`config.mk`:
```
export PLATFORM = sky130hd
export DESIGN_NAME = ternary_sr_latch
export DESIGN_NICKNAME = d
export VERILOG_FILES = /design/src/rtl/ternary_sr_pkg.sv /design/src/rtl/tsr_encoder.sv /design/src/rtl/tsr_cell.sv /design/src/rtl/tsr_merge.sv /design/src/rtl/ternary_sr_latch.sv
export SDC_FILE = /design/constraint.sdc
export NUM_CORES = 1
export LEC_CHECK = 0
export BUFFER_PORTS_ARGS = -buffer_cell sky130_fd_sc_hd__buf_2
export CAP_MARGIN = 20
export CORE_AREA = 2 2 39 41
export CTS_CLUSTER_SIZE = 16
export DETAILED_ROUTE_END_ITERATION = 6
export DIE_AREA = 0 0 41 43
export SETUP_SLACK_MARGIN = 0.15
export SYNTH_ARGS = -nofsm -noshare
export SYNTH_HDL_FRONTEND = slang
export SYNTH_HIERARCHICAL = 1
export SYNTH_SLANG_ARGS = --single-unit
```
`constraint.sdc`:
```
create_clock -name clk -period 1.2 [get_ports clk]
set_input_delay 0.36 -clock clk [delete_from_list [all_inputs] [get_ports clk]]
set_output_delay 0.36 -clock clk [all_outputs]
set_load 0.02 [all_outputs]
```
`src/rtl/ternary_sr_pkg.sv`:
```
package ternary_sr_pkg;

    localparam int TRIT_W = 2;

    typedef enum logic [TRIT_W-1:0] {
        T_NEG  = 2'b00,
        T_ZERO = 2'b01,
        T_POS  = 2'b10,
        T_BAD  = 2'b11
    } trit_e;

    localparam int N_CELLS = 2;
    localparam int CELL_PLAIN = 0;
    localparam int CELL_CLAMP = 1;

    // A cell bit of 1 stands for plus, 0 for minus
    function automatic logic [TRIT_W-1:0] t_from_bit(input logic b);
        return b ? T_POS : T_NEG;
    endfunction

    function automatic logic [TRIT_W-1:0] t_clamp(input logic [TRIT_W-1:0] a);
        return (a == T_POS) ? T_ZERO : a;
    endfunction

    function automatic logic [TRIT_W-1:0] t_max(input logic [TRIT_W-1:0] a,
                                                input logic [TRIT_W-1:0] b);
        return (a > b) ? a : b;
    endfunction

    function automatic logic [TRIT_W-1:0] t_inv(input logic [TRIT_W-1:0] a);
        case (a)
            T_NEG:   return T_POS;
            T_POS:   return T_NEG;
            default: return T_ZERO;
        endcase
    endfunction

endpackage

```
`src/rtl/tsr_encoder.sv`:
```
module tsr_encoder
    import ternary_sr_pkg::*;
(
    input  logic [TRIT_W-1:0]  set_i,
    input  logic [TRIT_W-1:0]  rst_trit_i,
    output logic [N_CELLS-1:0] load_o,
    output logic [N_CELLS-1:0] val_o,
    output logic               bad_o,
    output logic               define_o
);
    logic set_bad, rst_bad;

    always_comb begin
        set_bad  = (set_i == T_BAD);
        rst_bad  = (rst_trit_i == T_BAD) || (rst_trit_i == T_ZERO);
        bad_o    = set_bad || rst_bad;
        load_o   = '0;
        val_o    = '0;
        define_o = 1'b0;
        if (!bad_o) begin
            if (rst_trit_i == T_POS) begin
                load_o             = '1;
                val_o[CELL_PLAIN]  = 1'b0;
                val_o[CELL_CLAMP]  = 1'b1;
                define_o           = 1'b1;
            end else if (set_i != T_ZERO) begin
                load_o   = '1;
                val_o    = {N_CELLS{set_i == T_POS}};
                define_o = 1'b1;
            end
        end
    end
endmodule

```
`src/rtl/tsr_cell.sv`:
```
module tsr_cell (
    input  logic clk,
    input  logic rst_n,
    input  logic load_i,
    input  logic val_i,
    output logic state_o
);
    typedef struct packed {
        logic level;
    } cell_t;

    cell_t cell_d, cell_q;

    always_comb begin
        cell_d = cell_q;
        if (load_i) cell_d.level = val_i;
    end

    always_ff @(posedge clk or negedge rst_n) begin
        if (!rst_n) cell_q <= '0;
        else        cell_q <= cell_d;
    end

    assign state_o = cell_q.level;
endmodule

```
`src/rtl/tsr_merge.sv`:
```
module tsr_merge
    import ternary_sr_pkg::*;
(
    input  logic [N_CELLS-1:0] cells_i,
    output logic [TRIT_W-1:0]  q_o,
    output logic [TRIT_W-1:0]  qn_o
);
    logic [TRIT_W-1:0] plain_t, clamp_t;

    always_comb begin
        plain_t = t_from_bit(cells_i[CELL_PLAIN]);
        clamp_t = t_clamp(t_from_bit(cells_i[CELL_CLAMP]));
        q_o     = t_max(plain_t, clamp_t);
        qn_o    = t_inv(q_o);
    end
endmodule

```
`src/rtl/ternary_sr_latch.sv`:
```
module ternary_sr_latch
    import ternary_sr_pkg::*;
(
    input  logic              clk,
    input  logic              rst_n,
    input  logic [TRIT_W-1:0] set_i,
    input  logic [TRIT_W-1:0] rst_trit_i,
    output logic [TRIT_W-1:0] q_o,
    output logic [TRIT_W-1:0] qn_o,
    output logic              valid_o,
    output logic              invalid_o
);
    typedef struct packed {
        logic valid;
        logic invalid;
    } flags_t;

    flags_t flg_d, flg_q;

    logic [N_CELLS-1:0] load, val, cells;
    logic               bad, define;

    tsr_encoder u_enc (
        .set_i      (set_i),
        .rst_trit_i (rst_trit_i),
        .load_o     (load),
        .val_o      (val),
        .bad_o      (bad),
        .define_o   (define)
    );

    for (genvar g = 0; g < N_CELLS; g++) begin : g_cell
        tsr_cell u_cell (
            .clk     (clk),
            .rst_n   (rst_n),
            .load_i  (load[g]),
            .val_i   (val[g]),
            .state_o (cells[g])
        );
    end

    tsr_merge u_merge (
        .cells_i (cells),
        .q_o     (q_o),
        .qn_o    (qn_o)
    );

    always_comb begin
        flg_d         = flg_q;
        flg_d.invalid = bad;
        if (define) flg_d.valid = 1'b1;
    end

    always_ff @(posedge clk or negedge rst_n) begin
        if (!rst_n) flg_q <= '0;
        else        flg_q <= flg_d;
    end

    assign valid_o   = flg_q.valid;
    assign invalid_o = flg_q.invalid;
endmodule

```
==> results.md, run 1 <==
* Status: complete, but fails checks
* Failing checks: setup timing
* Dpl cells at 43
* Sink Count at 4
* CP Depth at 2
* Clock Latency Late Sink at between 0.2 and 0.25 ns
* R2R cell count at 2
* Worst Max-Slew Pin Slew at 0.1575 ns
* NumNets Final at between 40 and 50
* Input/output buffers at 11
* Max clock buf depth at 2
* First-pass GRT wire length at between 500 and 600 um
* Maxcap violations at 0
* Crit path max-delay family: flip-flops
* Die area at 0.001763 mm^2
* Vias in the first global route at 143
* Worst EP arrival at approximately 0.91 ns
* Mapped Cells at 19
* Area of the mapped netlist at a little over 200 um^2
* DIE HEIGHT at 43 um
* Power Total at 0.4313 mW
* GRT Resource Usage Total at 0.05829
* Crit share post-route at 1.059
* Final worst setup slack at -0.07102 ns
* Vias/cell at 3.510
* Worst VDD drop at 243.2 uV
* RSZ-0062 raised after global routing: yes
* Non-Filler Instances at 49
* Crit path to: qn_o[0]
* Iter 0 DRT Violations at 2
* Final min period at about 1.3 ns
* Post-Place Cell Area at 282.8 um^2
* Max-slew headroom at 0.8942
* Final instance area at between 300 and 400 um^2
* Reg2Reg Launch Point: g_cell[0].u_cell/state_o
* Top Ports at 12
* Worst min path class: in -> reg
* Crit. Startpoint: g_cell[0].u_cell/state_o
* Clock skew at 0 ns
* Ys Warns at 6
* Setup_tns at -0.2577 ns
* Crit path largest cell delay at between 0.4 and 0.5 ns
* Startpoint types: flip-flop
* Critical Path RT at 0.84 ns
* Critical path buffers and inverters at 1
* Final HPWL DP at 318.6 um
* Core box area at 0.001384 mm^2
* Fillers at 164
* Final setup violation count at 4
* Global route total overflow at 0
* Post-synthesis sequential area ratio at 0.4819
* ANT nets after route at 0
* Crit. End Element: primary output
* P&R area growth vs syn at 81.33%
* Ant diodes at 0
* Leak at approximately 0.18 nW
* Pin count of the biggest net entering global routing at 5
* Power Density at 1145 mW/mm^2
* Final wirelength at about 430 um
* Share of cells above drive strength 1 at 0.6970
* Syn_nets at 25
* CTS tree: yes
* Initial Util at 0.1501
* Hold Vio Cnt, Final at 0
* H-tree Lvls at 1
* Critical path class: reg -> out
* Clk slew on worst S/H paths at roughly 0.04 ns
* Flops & latches, synth at 4
* CP max-delay cell: dfrtp_2
* Drt wl/cell at 8.694 um
* Initial antenna violation count at 0
* Post-Syn Area per Cell at around 11 um^2
* Cell breakdown of the critical path: nor2b_4, buf_6
* DRC Markers at 0
* Clk root buf: clkbuf_4
* Die width at 41 um
* Final max-slew violation count at 0
* Max Clock Freq at 786.8 MHz
* Flop2flop setup slack at ~0.28 ns
* Post-synth cell types at 11
* DR vias at approximately 170
* GPL Wtd Cong at roughly 0.63
* CTS Buf Count at 3
* # rows at 14
* Worst R2R End: g_cell[0].u_cell/state_o
* CP Max Fanout at 3
* Drt first pass iters at 4
==> layout make-up <==
cell class / count / area [um^2] / share of cell area
Sequential cell: 4 / 101.3 / 0.2691
Multi-Input combinational cell: 11 / 107.6 / 0.2857
Clock buffer: 3 / 22.52 / 0.05980
Timing Repair Buffer: 15 / 125.1 / 0.3322
Tap cell: 16 / 20.02 / 0.05316
==> flip-flops by register name, indices dropped and copies added (netlist names) <==
name and count:
invalid_o 1, valid_o 1, g_cell.u_cell/state_o 2
==> repair_timing <==
action	CTS	global route
gates cloned	0	0
hold endpoints to repair	4	0
hold buffers	1	0
gates resized for setup	7	7
setup endpoints to repair	6	8
pin swaps	0	1
setup buffers	1	1
==> where the power goes <==
group / leakage [nW] / total (mW) / switching [mW] / internal [mW]
Sequential: 0.0449 / 0.151 / 0.00673 / 0.144
Combinational: 0.118 / 0.121 / 0.0541 / 0.0667
Clock: 0.0138 / 0.160 / 0.0482 / 0.111
==> layer usage <==
metal,routed length (um),track usage,vias to the layer above
met4,0,0.1200,0
met5,0,0,-
met3,33,0.01571,0
met2,218,0.06250,9
met1,174,0.05484,75
li1,-,-,88
==> placed cells by master (no fill, tap or decap), types with 2 or more instances in the layout <==
| master | Yosys | layout |
|---|---|---|
| buf_2 | 0 | 5 |
| clkbuf_4 | 0 | 3 |
| mux2_4 | 2 | 2 |
| dfrtp_1 | 4 | 3 |
| buf_4 | 3 | 3 |
| buf_6 | 0 | 6 |
==> worst min path at each step <==
stage,to,depth (start not counted),startpoint
after floorplan,g_cell[0].u_cell/state_o,0,rst_n
after global placement,invalid_o,1,rst_n
after detailed placement,invalid_o,1,rst_n
after CTS,invalid_o,2,rst_trit_i[0]
after global routing,invalid_o,2,rst_trit_i[0]
final,invalid_o,2,rst_trit_i[0]
==> cell usage after synthesis <==
master,count,area share
a21o_1,1,0.036
a21oi_1,2,0.048
buf_4,3,0.11
clkbuf_1,1,0.018
dfrtp_1,4,0.48
mux2_4,2,0.14
nand2b_1,2,0.060
nor2_1,1,0.018
nor2b_1,1,0.030
nor3_1,1,0.024
or2_1,1,0.030
==> kinds of logic after synthesis <==
kind of cell           after synthesis  share of synthesized area
and+or+nand+nor                      6                     0.1626
buffers and inverters                4                     0.1265
DFF                                  4                     0.4819
muxes                                2                     0.1446
AOI/OAI and AO/OA                    3                    0.08435
==> stage by stage <==
step             util  setup WS (ns)  hold slack, ns
2_1_floorplan       -        0.05796         0.06441
6_report       0.2722       -0.07102          0.4010
5_1_grt        0.2722        -0.1102          0.4082
3_3_place_gp   0.2043       -0.04493          0.1650
3_5_place_dp   0.2043       -0.05803          0.1680
4_1_cts        0.2477       -0.09475          0.3721
(Power assumes the default switching activity.)
==> run 2: changes to the inputs <==
--- a/config.mk
+++ b/config.mk
@@ -11,7 +11,7 @@
 export CTS_CLUSTER_SIZE = 16
 export DETAILED_ROUTE_END_ITERATION = 6
 export DIE_AREA = 0 0 41 43
-export SETUP_SLACK_MARGIN = 0.15
+export RECOVER_POWER = 100
 export SYNTH_ARGS = -nofsm -noshare
 export SYNTH_HDL_FRONTEND = slang
 export SYNTH_HIERARCHICAL = 1
==> results.md, run 2 (synthesized netlist as in run 1, its figures left out) <==
* GRT Resource Usage Total at 0.05634
* Maxcap violations at 0
* Max reg flops at 2
* H-tree Lvls at 1
* Drt first pass iters at 4
* Critical path buffers and inverters at 1
* Most frequent cells in the layout: 5 x buf_4, 5 x buf_2, 4 x clkbuf_4, 4 x dfrtp_1
* Iter 0 DRT Violations at 5
* Failing checks: setup timing
* Drt wl/cell at 8.061 um
* Critical path class: reg -> out
* Final HPWL DP at 313.2 um
* Global route total overflow at 0
* Worst VDD drop at 209.8 uV
* CP Max Fanout at 3
* Final min period at 1.273 ns
* CP Depth at 2
* # rows at 14
* Crit share post-route at 1.061
* Worst Hold Depth at 2
* Critical Path RT at ~0.84 ns
* Final instance area at 320.3 um^2
* Worst EP arrival at just over 0.9 ns
* Ant diodes at 0
* Clock Latency Late Sink at 0.23 ns
* Flop2flop setup slack at 0.29 ns
* Max Clock Freq at 785.5 MHz
* Die width at 41 um
* Top Ports at 12
* Power Total at 0.4094 mW
* CP max-delay cell: dfrtp_1
* Fillers at 154
* Hold EP: invalid_o
* Crit path max-delay family: flip-flops
* Pin count of the biggest net entering global routing at 5
* Initial Util at 0.1501
* DRC Markers at 0
* Crit path largest cell delay at 0.37 ns
* Worst min path class: in -> reg
* Reg2Reg Launch Point: g_cell[0].u_cell/state_o
* Min-delay src: rst_trit_i[0]
* Sink Count at 4
* Vias in the first global route at between 100 and 150
* Post-layout util at 0.2315
* Post-Place Cell Area at ~270 um^2
* Final max-slew violation count at 0
* Status: complete, but fails checks
* DR vias at 171
* Final setup violation count at 3
* First-pass GRT wire length at 531 um
* Crit. End Element: primary output
* CTS Buf Count at 3
* Max clock buf depth at 2
* Die area at ~0.0018 mm^2
* Startpoint types: flip-flop
* Share of cells above drive strength 1 at 0.5758
* Vias/cell at 3.490
* CTS tree: yes
* ANT nets after route at 0
* Core box area at 0.001384 mm^2
* Worst R2R End: g_cell[0].u_cell/state_o
* NumNets Final at 41
* GPL Wtd Cong at 0.5558
* Final wirelength at 395 um
* Cell breakdown of the critical path: nor2b_2, buf_4
* R2R cell count at 2
* Input/output buffers at 11
* Hold Vio Cnt, Final at 0
* Initial antenna violation count at 0
* DIE HEIGHT at 43 um
* RSZ-0062 raised after global routing: yes
* Power Density at 1278 mW/mm^2
* Final worst setup slack at -0.07304 ns
* Max-slew headroom at 0.7754
* P&R area growth vs syn at 54.22%
* Clk slew on worst S/H paths at 0.03 ns
* Setup_tns at -0.1665 ns
* Clk root buf: clkbuf_4
* Clock skew at 0 ns
* Worst Max-Slew Pin Slew at 0.3369 ns
* Leak at 0.1593 nW
## run 2: layer usage
metal	GRT usage	part of all wire
met1	0.05825	0.43
met2	0.05313	0.43
met3	0.01571	0.14
met4	0.1200	0
met5	0	0
## run 2: layout make-up
cell class / count / area [um^2] / area share
timing repair buffer: 15 / 93.84 / 0.2930
sequential: 4 / 100.1 / 0.3125
clock buffer: 3 / 22.52 / 0.07031
multi-input combinational: 11 / 83.83 / 0.2617
tap: 16 / 20.02 / 0.06250
## run 2: per-stage QoR
step / worst slack [ns] / hold WS [ns] / std cells
2_1_floorplan: 0.009844 / 0.06441 / 19
3_3_place_gp: -0.08444 / 0.1639 / 43
3_5_place_dp: -0.1041 / 0.1667 / 43
4_1_cts: -0.08552 / 0.3705 / 49
5_1_grt: -0.1353 / 0.3778 / 49
6_report: -0.07304 / 0.3656 / 49
## run 2: worst max-delay path by stage
stage,startpoint,end
after floorplan,set_i[1],g_cell[0].u_cell/state_o
after detailed placement,set_i[1],g_cell[1].u_cell/state_o
after global placement,set_i[1],g_cell[0].u_cell/state_o
after global routing,g_cell[0].u_cell/state_o,qn_o[0]
after CTS,g_cell[1].u_cell/state_o,qn_o[0]
final,g_cell[1].u_cell/state_o,qn_o[0]
## run 2: power by group
| group | internal, mW | total (mW) | switching, mW |
|---|---|---|---|
| sequential | 0.144 | 0.149 | 0.00481 |
| combinational | 0.0536 | 0.103 | 0.0498 |
| clock | 0.111 | 0.157 | 0.0462 |
| total | 0.309 | 0.409 | 0.101 |
## run 2: timing repair
action	4_1_cts	5_1_grt
pin swaps	1	1
setup buffers	2	0
cloned	0	0
endpoints found under the setup margin	3	4
hold buffers	1	0
hold endpoints to repair	4	0
resized for setup	3	0
